[src/rtl/ecc_csr_pkg.sv]
package ecc_csr_pkg;

  localparam logic [11:0] OFS_STATUS   = 12'h004;
  localparam logic [11:0] OFS_IRQEN    = 12'h008;
  localparam logic [11:0] OFS_FFA_LO   = 12'h2C0;
  localparam logic [11:0] OFS_FFA_HI   = 12'h2C4;
  localparam logic [11:0] OFS_INJ_BASE = 12'h300;
  localparam logic [11:0] OFS_INJ_CHK  = 12'h380;

  // bit 1 = correctable, bit 0 = uncorrectable
  typedef struct packed {
    logic ce;
    logic ue;
  } err_pair_t;

  function automatic logic [31:0] pair_word(err_pair_t p);
    return {30'b0, p};
  endfunction

  // set has priority over clear
  function automatic logic sticky_next(logic cur, logic set, logic clr);
    return set | (cur & ~clr);
  endfunction

  function automatic logic irq_of(err_pair_t flags, err_pair_t en);
    return (flags.ce & en.ce) | (flags.ue & en.ue);
  endfunction

  function automatic logic [11:0] inj_word_ofs(int k);
    return OFS_INJ_BASE + 12'(4 * k);
  endfunction

endpackage

[src/rtl/ecc_csr_axil.sv]
module ecc_csr_axil #(
  parameter int AXI_AW = 12
) (
  input  logic              clk,
  input  logic              rst_n,
  input  logic [AXI_AW-1:0] s_awaddr,
  input  logic              s_awvalid,
  output logic              s_awready,
  input  logic [31:0]       s_wdata,
  input  logic              s_wvalid,
  output logic              s_wready,
  output logic [1:0]        s_bresp,
  output logic              s_bvalid,
  input  logic              s_bready,
  input  logic [AXI_AW-1:0] s_araddr,
  input  logic              s_arvalid,
  output logic              s_arready,
  output logic [31:0]       s_rdata,
  output logic [1:0]        s_rresp,
  output logic              s_rvalid,
  input  logic              s_rready,
  output logic              wr_en,
  output logic [AXI_AW-1:0] wr_addr,
  output logic [31:0]       wr_data,
  output logic [AXI_AW-1:0] rd_addr,
  input  logic [31:0]       rd_data
);

  logic rd_take;

  assign wr_en     = s_awvalid & s_wvalid & ~s_bvalid;
  assign s_awready = wr_en;
  assign s_wready  = wr_en;
  assign wr_addr   = {s_awaddr[AXI_AW-1:2], 2'b00};
  assign wr_data   = s_wdata;
  assign s_bresp   = 2'b00;

  assign s_arready = ~s_rvalid;
  assign rd_take   = s_arvalid & s_arready;
  assign rd_addr   = {s_araddr[AXI_AW-1:2], 2'b00};
  assign s_rresp   = 2'b00;

  always_ff @(posedge clk) begin
    if (!rst_n) begin
      s_bvalid <= 1'b0;
    end else if (wr_en) begin
      s_bvalid <= 1'b1;
    end else if (s_bready) begin
      s_bvalid <= 1'b0;
    end
  end

  always_ff @(posedge clk) begin
    if (!rst_n) begin
      s_rvalid <= 1'b0;
      s_rdata  <= '0;
    end else if (rd_take) begin
      s_rvalid <= 1'b1;
      s_rdata  <= rd_data;
    end else if (s_rready) begin
      s_rvalid <= 1'b0;
    end
  end

  assert_bvalid_hold_R11: assert property (@(posedge clk) disable iff (!rst_n)
    s_bvalid && !s_bready |=> s_bvalid);
  assert_rdata_hold_R11: assert property (@(posedge clk) disable iff (!rst_n)
    s_rvalid && !s_rready |=> s_rvalid && $stable(s_rdata));
  assert_wr_resp_R11: assert property (@(posedge clk) disable iff (!rst_n)
    wr_en |=> s_bvalid);

endmodule

[src/rtl/ecc_csr_status.sv]
module ecc_csr_status
  import ecc_csr_pkg::*;
#(
  parameter int ADDR_W = 64
) (
  input  logic              clk,
  input  logic              rst_n,
  input  logic              ce_pulse,
  input  logic              ue_pulse,
  input  logic [ADDR_W-1:0] err_addr,
  input  err_pair_t         clr,
  input  logic              en_wr,
  input  err_pair_t         en_data,
  output err_pair_t         flags,
  output err_pair_t         enables,
  output logic [ADDR_W-1:0] ffa,
  output logic              irq
);

  logic ue_rise;
  assign ue_rise = ue_pulse & ~flags.ue;

  always_ff @(posedge clk) begin
    if (!rst_n) begin
      flags <= '0;
    end else begin
      flags.ce <= sticky_next(flags.ce, ce_pulse, clr.ce);
      flags.ue <= sticky_next(flags.ue, ue_pulse, clr.ue);
    end
  end

  always_ff @(posedge clk) begin
    if (!rst_n) begin
      enables <= '0;
    end else if (en_wr) begin
      enables <= en_data;
    end
  end

  always_ff @(posedge clk) begin
    if (!rst_n) begin
      ffa <= '0;
    end else if (ue_rise) begin
      ffa <= err_addr;
    end
  end

  assign irq = irq_of(flags, enables);

  assert_ce_set_R2: assert property (@(posedge clk) disable iff (!rst_n)
    ce_pulse |=> flags.ce);
  assert_ue_sticky_R2: assert property (@(posedge clk) disable iff (!rst_n)
    flags.ue && !clr.ue |=> flags.ue);
  assert_set_wins_R4: assert property (@(posedge clk) disable iff (!rst_n)
    ce_pulse && clr.ce |=> flags.ce);
  assert_ue_set_noen_R5: assert property (@(posedge clk) disable iff (!rst_n)
    ue_pulse && !enables.ue |=> flags.ue);
  assert_irq_follow_R6: assert property (@(posedge clk) disable iff (!rst_n)
    ce_pulse && enables.ce && !en_wr |=> irq);
  assert_ffa_capture_R7: assert property (@(posedge clk) disable iff (!rst_n)
    ue_rise |=> ffa == $past(err_addr));
  assert_ffa_hold_R7: assert property (@(posedge clk) disable iff (!rst_n)
    flags.ue |=> $stable(ffa));

endmodule

[src/rtl/ecc_csr_inject.sv]
module ecc_csr_inject
  import ecc_csr_pkg::*;
#(
  parameter int DATA_W    = 128,
  parameter int ECC_W     = 16,
  parameter bit INJECT_EN = 1'b1,
  parameter int AXI_AW    = 12
) (
  input  logic              clk,
  input  logic              rst_n,
  input  logic              wr_en,
  input  logic [AXI_AW-1:0] wr_addr,
  input  logic [31:0]       wr_data,
  input  logic              dp_wr_beat,
  output logic [DATA_W-1:0] inj_data,
  output logic [ECC_W-1:0]  inj_chk
);

  localparam int NWORDS = DATA_W / 32;

  generate
    if (INJECT_EN) begin : g_inj
      for (genvar k = 0; k < NWORDS; k++) begin : g_word
        logic hit;
        assign hit = wr_en && (wr_addr == AXI_AW'(inj_word_ofs(k)));
        always_ff @(posedge clk) begin
          if (!rst_n) begin
            inj_data[32*k +: 32] <= '0;
          end else if (hit) begin
            inj_data[32*k +: 32] <= wr_data;
          end else if (dp_wr_beat) begin
            inj_data[32*k +: 32] <= '0;
          end
        end
      end

      logic chk_hit;
      assign chk_hit = wr_en && (wr_addr == AXI_AW'(OFS_INJ_CHK));
      always_ff @(posedge clk) begin
        if (!rst_n) begin
          inj_chk <= '0;
        end else if (chk_hit) begin
          inj_chk <= wr_data[ECC_W-1:0];
        end else if (dp_wr_beat) begin
          inj_chk <= '0;
        end
      end
    end else begin : g_noinj
      logic unused_inj;
      assign unused_inj = ^{clk, rst_n, wr_en, wr_addr, wr_data, dp_wr_beat};
      assign inj_data   = '0;
      assign inj_chk    = '0;
    end
  endgenerate

  assert_inj_clear_R9: assert property (@(posedge clk) disable iff (!rst_n)
    dp_wr_beat && !wr_en |=> inj_data == '0 && inj_chk == '0);
  assert_inj_hold_R9: assert property (@(posedge clk) disable iff (!rst_n)
    !dp_wr_beat && !wr_en |=> $stable(inj_data) && $stable(inj_chk));

endmodule

[src/rtl/ecc_err_csr.sv]
module ecc_err_csr
  import ecc_csr_pkg::*;
#(
  parameter int ADDR_W    = 64,
  parameter int DATA_W    = 128,
  parameter int ECC_W     = 16,
  parameter bit INJECT_EN = 1'b1,
  parameter int AXI_AW    = 12
) (
  input  logic              clk,
  input  logic              rst_n,
  input  logic [AXI_AW-1:0] s_awaddr,
  input  logic              s_awvalid,
  output logic              s_awready,
  input  logic [31:0]       s_wdata,
  input  logic              s_wvalid,
  output logic              s_wready,
  output logic [1:0]        s_bresp,
  output logic              s_bvalid,
  input  logic              s_bready,
  input  logic [AXI_AW-1:0] s_araddr,
  input  logic              s_arvalid,
  output logic              s_arready,
  output logic [31:0]       s_rdata,
  output logic [1:0]        s_rresp,
  output logic              s_rvalid,
  input  logic              s_rready,
  input  logic              ce_pulse,
  input  logic              ue_pulse,
  input  logic [ADDR_W-1:0] err_addr,
  output logic              irq,
  input  logic              dp_wr_beat,
  output logic [DATA_W-1:0] inj_data,
  output logic [ECC_W-1:0]  inj_chk
);

  logic              wr_en;
  logic [AXI_AW-1:0] wr_addr;
  logic [31:0]       wr_data;
  logic [AXI_AW-1:0] rd_addr;
  logic [31:0]       rd_data;
  err_pair_t         clr;
  err_pair_t         flags;
  err_pair_t         enables;
  logic              en_wr;
  logic [ADDR_W-1:0] ffa;
  logic [63:0]       ffa_ext;

  ecc_csr_axil #(.AXI_AW(AXI_AW)) u_axil (
    .clk(clk), .rst_n(rst_n),
    .s_awaddr(s_awaddr), .s_awvalid(s_awvalid), .s_awready(s_awready),
    .s_wdata(s_wdata), .s_wvalid(s_wvalid), .s_wready(s_wready),
    .s_bresp(s_bresp), .s_bvalid(s_bvalid), .s_bready(s_bready),
    .s_araddr(s_araddr), .s_arvalid(s_arvalid), .s_arready(s_arready),
    .s_rdata(s_rdata), .s_rresp(s_rresp), .s_rvalid(s_rvalid), .s_rready(s_rready),
    .wr_en(wr_en), .wr_addr(wr_addr), .wr_data(wr_data),
    .rd_addr(rd_addr), .rd_data(rd_data)
  );

  assign clr   = (wr_en && wr_addr == AXI_AW'(OFS_STATUS)) ? err_pair_t'(wr_data[1:0]) : '0;
  assign en_wr = wr_en && (wr_addr == AXI_AW'(OFS_IRQEN));

  ecc_csr_status #(.ADDR_W(ADDR_W)) u_status (
    .clk(clk), .rst_n(rst_n),
    .ce_pulse(ce_pulse), .ue_pulse(ue_pulse), .err_addr(err_addr),
    .clr(clr), .en_wr(en_wr), .en_data(err_pair_t'(wr_data[1:0])),
    .flags(flags), .enables(enables), .ffa(ffa), .irq(irq)
  );

  ecc_csr_inject #(
    .DATA_W(DATA_W), .ECC_W(ECC_W), .INJECT_EN(INJECT_EN), .AXI_AW(AXI_AW)
  ) u_inject (
    .clk(clk), .rst_n(rst_n),
    .wr_en(wr_en), .wr_addr(wr_addr), .wr_data(wr_data),
    .dp_wr_beat(dp_wr_beat), .inj_data(inj_data), .inj_chk(inj_chk)
  );

  assign ffa_ext = 64'(ffa);

  // write-only and reserved offsets read as zero
  always_comb begin
    rd_data = '0;
    if (rd_addr == AXI_AW'(OFS_STATUS))      rd_data = pair_word(flags);
    else if (rd_addr == AXI_AW'(OFS_IRQEN))  rd_data = pair_word(enables);
    else if (rd_addr == AXI_AW'(OFS_FFA_LO)) rd_data = ffa_ext[31:0];
    else if (rd_addr == AXI_AW'(OFS_FFA_HI)) rd_data = ffa_ext[63:32];
  end

  assert_status_reserved_R1: assert property (@(posedge clk) disable iff (!rst_n)
    s_rvalid && $rose(s_rvalid) && $past(rd_addr) == AXI_AW'(OFS_STATUS) |-> s_rdata[31:2] == '0);
  assert_no_irq_idle_R6: assert property (@(posedge clk) disable iff (!rst_n)
    !flags.ce && !flags.ue |-> !irq);

endmodule

[config.mk]
export PLATFORM = sky130hd
export DESIGN_NAME = ecc_err_csr
export DESIGN_NICKNAME = d
export VERILOG_FILES = /design/src/rtl/ecc_csr_pkg.sv /design/src/rtl/ecc_csr_axil.sv /design/src/rtl/ecc_csr_status.sv /design/src/rtl/ecc_csr_inject.sv /design/src/rtl/ecc_err_csr.sv
export SDC_FILE = /design/constraint.sdc
export NUM_CORES = 1
export LEC_CHECK = 0
export ABC_AREA = 1
export ABC_CLOCK_PERIOD_IN_PS = 1300
export CAP_MARGIN = 0
export CORE_UTILIZATION = 45
export DETAILED_ROUTE_END_ITERATION = 10
export DONT_BUFFER_PORTS = 1
export SLEW_MARGIN = 15
export SYNTH_ARGS = -nofsm -noshare
export SYNTH_HDL_FRONTEND = slang
export SYNTH_SLANG_ARGS = --single-unit
[constraint.sdc]
create_clock -name clk -period 1.3 [get_ports clk]
set_input_delay 0.065 -clock clk [delete_from_list [all_inputs] [get_ports clk]]
set_output_delay 0.065 -clock clk [all_outputs]
set_load 0.03 [all_outputs]
## After elaboration in Yosys (flattened, before gate mapping)

Cells that the tools add are included.

| cells by class | value |
|---|---|
| equal/unequal tests | 11 |
| bitwise operators | 16 |
| divide/modulo/power cells | 0 |
| magnitude comparators | 0 |
| multiply operators | 0 |
| shift-type cells | 0 |
| add/subtract/negate cells | 0 |
| reductions and logical operators | 14 |
| mux-type cells | 16 |

Operators with widths:

| cell | count |
|---|---|
| 32-bit two-way mux | 9 |
| 10-bit by 8-bit equality test with 1-bit output, second input constant | 7 |
| 16-bit two-way mux | 2 |
| 10-bit by 1-bit equality test with 1-bit output, second input constant | 2 |
| 10-bit by 2-bit equality test with 1-bit output, second input constant | 2 |
| 2-bit nonzero test | 7 |
| 1-bit bitwise AND | 8 |
| 1-bit logical AND | 7 |
| 1-bit inverter | 5 |
| 1-bit two-way mux | 4 |
| 1-bit bitwise OR | 3 |
| 2-bit two-way mux | 1 |

| word-level totals | value |
|---|---|
| memories kept | 0 |
| logic and storage cells | 70 |
| memory bits (writable) | 0 |
| input port bits | 130 |
| ROM bits | 0 |
| bits in latches | 0 |
| register bits | 246 |

## Depth between registers and ports, before layout

| logic depth | value |
|---|---|
| depth in word-level cells | 7 |
| gate-level depth with buffers | 10 |
| gate-level depth less buffers | 9 |

## By module

Synthesis repeated with hierarchy kept, for this count alone.

| second synthesis, totals | value |
|---|---|
| cell total of the unflattened synthesis | 1,565 |
| area total of the unflattened synthesis | 11,384.7 µm² |

By module, submodules not included:

| module | cells each | area an instance (µm²) | instances | sequential area each (µm²) |
|---|---|---|---|---|
| ecc_csr_inject | 680 | 5,531.6 | 1 | 2,882.8 |
| ecc_csr_status | 434 | 2,977.9 | 1 | 1,361.3 |
| ecc_csr_axil | 285 | 1,941.9 | 1 | 680.7 |
| ecc_err_csr | 166 | 933.4 | 1 | 0.0 |

## Worst setup path after synthesis

Ideal clock, no wire load.

| timing path | value |
|---|---|
| path type | register to register |
| start point | register u_axil.s_rvalid |
| end point | register u_axil.s_rdata[21] |
| setup time | 0.070 ns |
| buffers on the path | 1 |
| setup slack | -0.211 ns |
| cell stages (with the launch flop) | 7 |
| period minus slack after synthesis | 1.511 ns |
| arrival time | 1.440 ns |
| cell sequence | dfxtp_1 -> inv_1 -> nand2_1 -> inv_1 -> buf_1 -> nand2_1 -> a21oi_1 |

| on the way | value |
|---|---|
| longest elaborated chain between the ends | 2 |

Ends and longest elaborated chain:

| item | line | RTL |
|---|---|---|
| from (decl) | ecc_csr_axil.sv:20 | `output logic s_rvalid,` |
| from (signal assigned) | ecc_csr_axil.sv:55 | `s_rvalid <= 1'b0;` |
| from (signal assigned) | ecc_csr_axil.sv:58 | `s_rvalid <= 1'b1;` |
| from (signal assigned) | ecc_csr_axil.sv:61 | `s_rvalid <= 1'b0;` |
| 1-bit inverter | ecc_csr_axil.sv:38 | `assign s_arready = ~s_rvalid;` |
| net s_arready | ecc_err_csr.sv:23 | `output logic s_arready,` |
| 1-bit bitwise AND | ecc_csr_axil.sv:39 | `assign rd_take = s_arvalid & s_arready;` |
| to (signal assigned) | ecc_csr_axil.sv:59 | `s_rdata <= rd_data;` |
| to (decl) | ecc_csr_axil.sv:18 | `output logic [31:0] s_rdata,` |

The timed path passes the listed nets, and every way through them passes these cells.
A chain may end at the register's enable or synchronous reset.

## Worst setup path after layout

| timing path | value |
|---|---|
| start point | register u_axil.s_bvalid |
| end point | register u_inject.inj_data[89] |

| on the way | value |
|---|---|
| longest elaborated chain between the ends | 4 |
| elaborated cells between the ends (all ways) | 5 |

Ends and longest elaborated chain:

| item | line | RTL |
|---|---|---|
| from (decl) | ecc_csr_axil.sv:13 | `output logic s_bvalid,` |
| from (signal assigned) | ecc_csr_axil.sv:45 | `s_bvalid <= 1'b0;` |
| from (signal assigned) | ecc_csr_axil.sv:47 | `s_bvalid <= 1'b1;` |
| from (signal assigned) | ecc_csr_axil.sv:49 | `s_bvalid <= 1'b0;` |
| 1-bit inverter * | ecc_csr_axil.sv:31 | `assign wr_en = s_awvalid & s_wvalid & ~s_bvalid;` |
| 1-bit bitwise AND * | ecc_csr_axil.sv:31 |  |
| 1-bit logical AND * | ecc_csr_inject.sv:25 | `assign hit = wr_en && (wr_addr == AXI_AW'(inj_word_ofs(k)));` |
| 32-bit two-way mux / 2-bit nonzero test (equally long branches) | - |  |
| to (signal, indexed assignment) | ecc_csr_inject.sv:30 | `inj_data[32*k +: 32] <= wr_data;` |
| to (decl) | ecc_csr_inject.sv:15 | `output logic [DATA_W-1:0] inj_data,` |

Every way passes the cells marked *; elsewhere a longest branch is shown, timed or not.

==> summary.md <==
### Timing
• **headroom to the max-slew limit** 48.9%
• **transition time at the pin with the least slew margin** 0.764 ns
• **clock skew after layout** 0.0150 ns
• **pins over their slew limit** 0
• **Tmin final** 1.60 ns
• **Final WS setup** -0.296 ns
• **Hold Vio Cnt, Final** 1
• **setup TNS** -29.52 ns
• **f_max** 627 MHz
• **unrepaired setup endpoints after global routing** true
• **portion of the clock cycle consumed by the worst path in the final layout** 123%
• **Post-Route Hold Slack** -0.102 ns
• **Final setup violation count** 146

### Detailed routing
• **Via Count** 9294
• **via-per-instance ratio** 5.24
• **DRC Markers** 0
• **first-pass iteration count of the detailed router** 5
• **post-detailed-routing wire length** 31700 microns
• **Starting DRT DRC Count** 472
• **residual antenna-violating net count after detailed routing** 0
• **post-detailed-route wirelength per cell** 17.9 microns

### Clock tree
• **Sink Count** 246
• **worst skew pair latency** 0.53 ns
• **clock tree from TritonCTS** yes
• **TritonCTS buffer count** 26
• **Clock Tree Buf Depth** 3
• **CTS H-tree depth** 1
• **Worst-path clk slew** 0.07 ns
• **clk root buf** sky130_fd_sc_hd__clkbuf_16

### Pwr
• **Leak Pwr** 0.00570 uW
• **relative contribution of combinational cells to total power** 8.4%
• **switch share** 23.1%
• **cell area power density** 1170 mW/mm^2
• **register share of total power** 47.1%
• **Max rail drop VDD** 1.12 mV
• **Internal Pwr Total** 12700 uW
• **net switching component of the power** 3810 uW
• **clock share of power** 44.6%

### Floorplan
• **starting utilization of the core area** 45.8%
• **Cell Rows** 52
• **total I/O pin count** 316
• **die boundary width** 145 microns
• **floorplan core area** 0.0202 sq mm
• **die footprint** 0.0211 sq mm
• **vertical die dimension** 145 microns

### Status
• **violated checks** negative hold slack, negative setup slack
• **run status** finished, violations left

### Worst setup path
• **worst setup slack for register-to-register paths** -0.30 ns
• **startpoint kind of the worst setup timing path** flip-flop
• **Worst Reg-to-Reg Cells** 10
• **endpoint of the lowest-slack register-to-register path** u_inject.inj_data[89]$_SDFFE_PN0P_
• **arrival time of the worst setup path** 2.05 ns
• **most frequent cell on the critical path** sky130_fd_sc_hd__nor2_4
• **combined buffer and inverter count along the critical path** 3
• **start of the worst register-to-register path** u_axil.s_bvalid$_SDFFE_PN0P_
• **biggest cell delay along the critical path** 0.35 ns
• **crit path capture type** flip-flop
• **CP delay by family, top** simple AND/OR/NAND/NOR gates
• **WS Path Type** flip-flop to flip-flop
• **Critical-path top delay cell** sky130_fd_sc_hd__dfxtp_4
• **required time of the critical path** 1.75 ns
• **largest driver fanout on the critical path** 12
• **crit path cell chain** nor2_4 > nand2_2 > nor2_4 > nand2_4 > buf_6 > nor2_4 > buf_12 > clkbuf_16 > nand2_1 > a21oi_1

### Finish
• **area growth from synthesis to layout** 53.0%
• **layout cells sized above 1** 30.3%
• **total area of multi-input combinational cells** 0.00415 sq mm
• **fill count** 1538
• **Seq. cell area** 0.00493 sq mm
• **utilization of the core after routing** 70.1%
• **Layout Nets** 1615

### Global routing
• **first-pass GRT wire length** 46400 microns
• **antenna violations before repair** 1
• **maximum number of pins on one net before global-route repair** 68
• **total congestion overflow** 0
• **number of global-route vias before repair** 8722
• **Tot GR Track Use** 27.2%

### Synth
• **FF+latch count, synth** 246
• **EDFF count, synth** 0
• **cell types with the largest area share after synthesis** sky130_fd_sc_hd__dfxtp_1 (53%), sky130_fd_sc_hd__nand2_1 (15%), sky130_fd_sc_hd__a21oi_1 (13%)
• **FFs w/ async S/R, synth** 0%
• **leading area contributor after synthesis** sky130_fd_sc_hd__dfxtp_1
• **number of warnings printed during yosys synthesis** 0
• **Yosys cell types** 30
• **proportion of netlist area held by the largest area contributor** 53.3%
• **top flip-flop cell by instance count after synthesis** sky130_fd_sc_hd__dfxtp_1
• **Post-Syn Area** 0.00923 sq mm
• **register area share after synthesis** 53.3%
• **Post-Synthesis Mean Instance Area** 7.80 sq um
• **synthesized instance count** 1184

### Min path
• **launch instance of the worst min-delay path** s_awvalid
• **Tightest Hold Check Type** primary input to flip-flop
• **worst hold path endpoint** u_axil.s_bvalid$_SDFFE_PN0P_
• **worst hold stages** 4

### Placed design
• **placer's final routability congestion estimate** 0.796
• **port buffer count** 0
• **post-DP HPWL** 18000 microns

### Flow run
• **# Max-Cap Violations** 0

[cell usage after synthesis (all sizes together) (2+ instances only)]
master and n:
a21oi 241, buf 40, clkbuf 42, dfxtp 246
inv 90, nand2 370, nand3 9, nand3b 2
nand4 4, nor2 28, nor3 3, o21ai 74
o22ai 29, or2 2
[per-layer routing]
metal / share of wire (%) / vias up / routed length (microns) / GRT usage [%]
met5: 0 / - / 0 / 0
met4: 3.0 / 0 / 960 / 9.74
met3: 8.6 / 63 / 2720 / 6.45
met2: 47 / 405 / 14900 / 44.8
met1: 41 / 4388 / 13100 / 34.7
li1: - / 4438 / - / -
[kinds of logic after synthesis]
| family | count (synthesis) | share of synthesized area (%) |
|---|---|---|
| AND/OR/NAND/NOR | 419 | 18.2 |
| flip-flops | 246 | 53.3 |
| buffers and inverters | 172 | 8.86 |
| other | 1 | 0.0406 |
| AO/OA/AOI/OAI | 346 | 19.6 |
[power groups by stage]
| stage | logic, uW | clock network (uW) | registers, uW |
|---|---|---|---|
| after detailed placement | 820 | 0 | 7910 |
| after global placement | 811 | 0 | 7910 |
| after floorplan | 596 | 0 | 7910 |
| final | 1380 | 7340 | 7750 |
| after CTS | 1260 | 7440 | 7750 |
| after global routing | 1490 | 7740 | 7760 |
[final cells by class]
class	count	area share, %
clock inverters	5	0.398
multi-input cells	770	29.4
repair inverters	1	0.0443
repair buffers	350	24.7
clock buffers	42	5.68
well taps	270	2.39
diodes	1	0.0177
flip-flops and latches	246	34.9
inverters	90	2.55
[stage by stage]
| step | std cells | setup WS [ns] | instance area, sq um | power, uW | hold WS (ns) |
|---|---|---|---|---|---|
| floorplan | 1187 | -0.161 | 9320 | 8510 | 0.199 |
| global placement | 1594 | -0.328 | 11000 | 8720 | 0.193 |
| detailed placement | 1594 | -0.403 | 11000 | 8730 | 0.203 |
| CTS | 1759 | -0.219 | 13400 | 16400 | -0.321 |
| global route | 1775 | -0.380 | 14100 | 17000 | -0.0804 |
| finish | 1775 | -0.296 | 14100 | 16500 | -0.102 |
[how the worst max path moves through the flow]
stage / to / start / cells past startpoint / slack (ns)
2_1_floorplan: u_inject.inj_data[100]$_SDFFE_PN0P_ / u_axil.s_bvalid$_SDFFE_PN0P_ / 9 / -0.16
3_3_place_gp: u_inject.inj_data[112]$_SDFFE_PN0P_ / u_axil.s_bvalid$_SDFFE_PN0P_ / 8 / -0.33
3_5_place_dp: u_inject.inj_data[125]$_SDFFE_PN0P_ / u_axil.s_bvalid$_SDFFE_PN0P_ / 8 / -0.40
4_1_cts: u_inject.inj_data[114]$_SDFFE_PN0P_ / u_axil.s_bvalid$_SDFFE_PN0P_ / 10 / -0.22
5_1_grt: u_inject.inj_data[90]$_SDFFE_PN0P_ / u_axil.s_bvalid$_SDFFE_PN0P_ / 10 / -0.38
6_report: u_inject.inj_data[89]$_SDFFE_PN0P_ / u_axil.s_bvalid$_SDFFE_PN0P_ / 10 / -0.30
[cell usage in the layout (no fill, tap or decap), drive strengths merged]
master       instances
nand2              370
dfxtp              246
a21oi              241
buf                235
dlygate4sd3        106
inv                 90
o21ai               74
clkbuf              51
o22ai               29
nor2                29
nand3                9
nand4                4
conb                 4
clkinv               4
nor3                 3
nand3b               2
or2                  2
diode                1
nor3b                1
o211ai               1
o21a                 1
bufinv               1
clkinvlp             1
[worst register-to-register path: stages (launching register included)]
cell	delay, ns
sky130_fd_sc_hd__dfxtp_4	0.35
sky130_fd_sc_hd__nor2_4	0.07
sky130_fd_sc_hd__nand2_2	0.08
sky130_fd_sc_hd__nor2_4	0.15
sky130_fd_sc_hd__nand2_4	0.10
sky130_fd_sc_hd__buf_6	0.15
sky130_fd_sc_hd__nor2_4	0.10
sky130_fd_sc_hd__buf_12	0.14
sky130_fd_sc_hd__clkbuf_16	0.18
sky130_fd_sc_hd__nand2_1	0.06
sky130_fd_sc_hd__a21oi_1	0.14
[flip-flops by register name, summed over array words and instances (netlist names)]
name	cells
u_inject.inj_chk	16
u_status.flags	2
u_axil.s_bvalid	1
u_axil.s_rdata	32
u_status.ffa	64
u_status.enables	2
u_inject.inj_data	128
u_axil.s_rvalid	1
[timing repair]
action / in CTS / in global routing
setup endpoints to repair: 149 / 160
gates cloned: 4 / 10
hold endpoints to repair: 241 / 18
hold buffers: 106 / 4
buffers inserted: 8 / 3
pin swaps: 24 / 26
resized for setup: 71 / 136
Power figures use the tool's default switching activity.
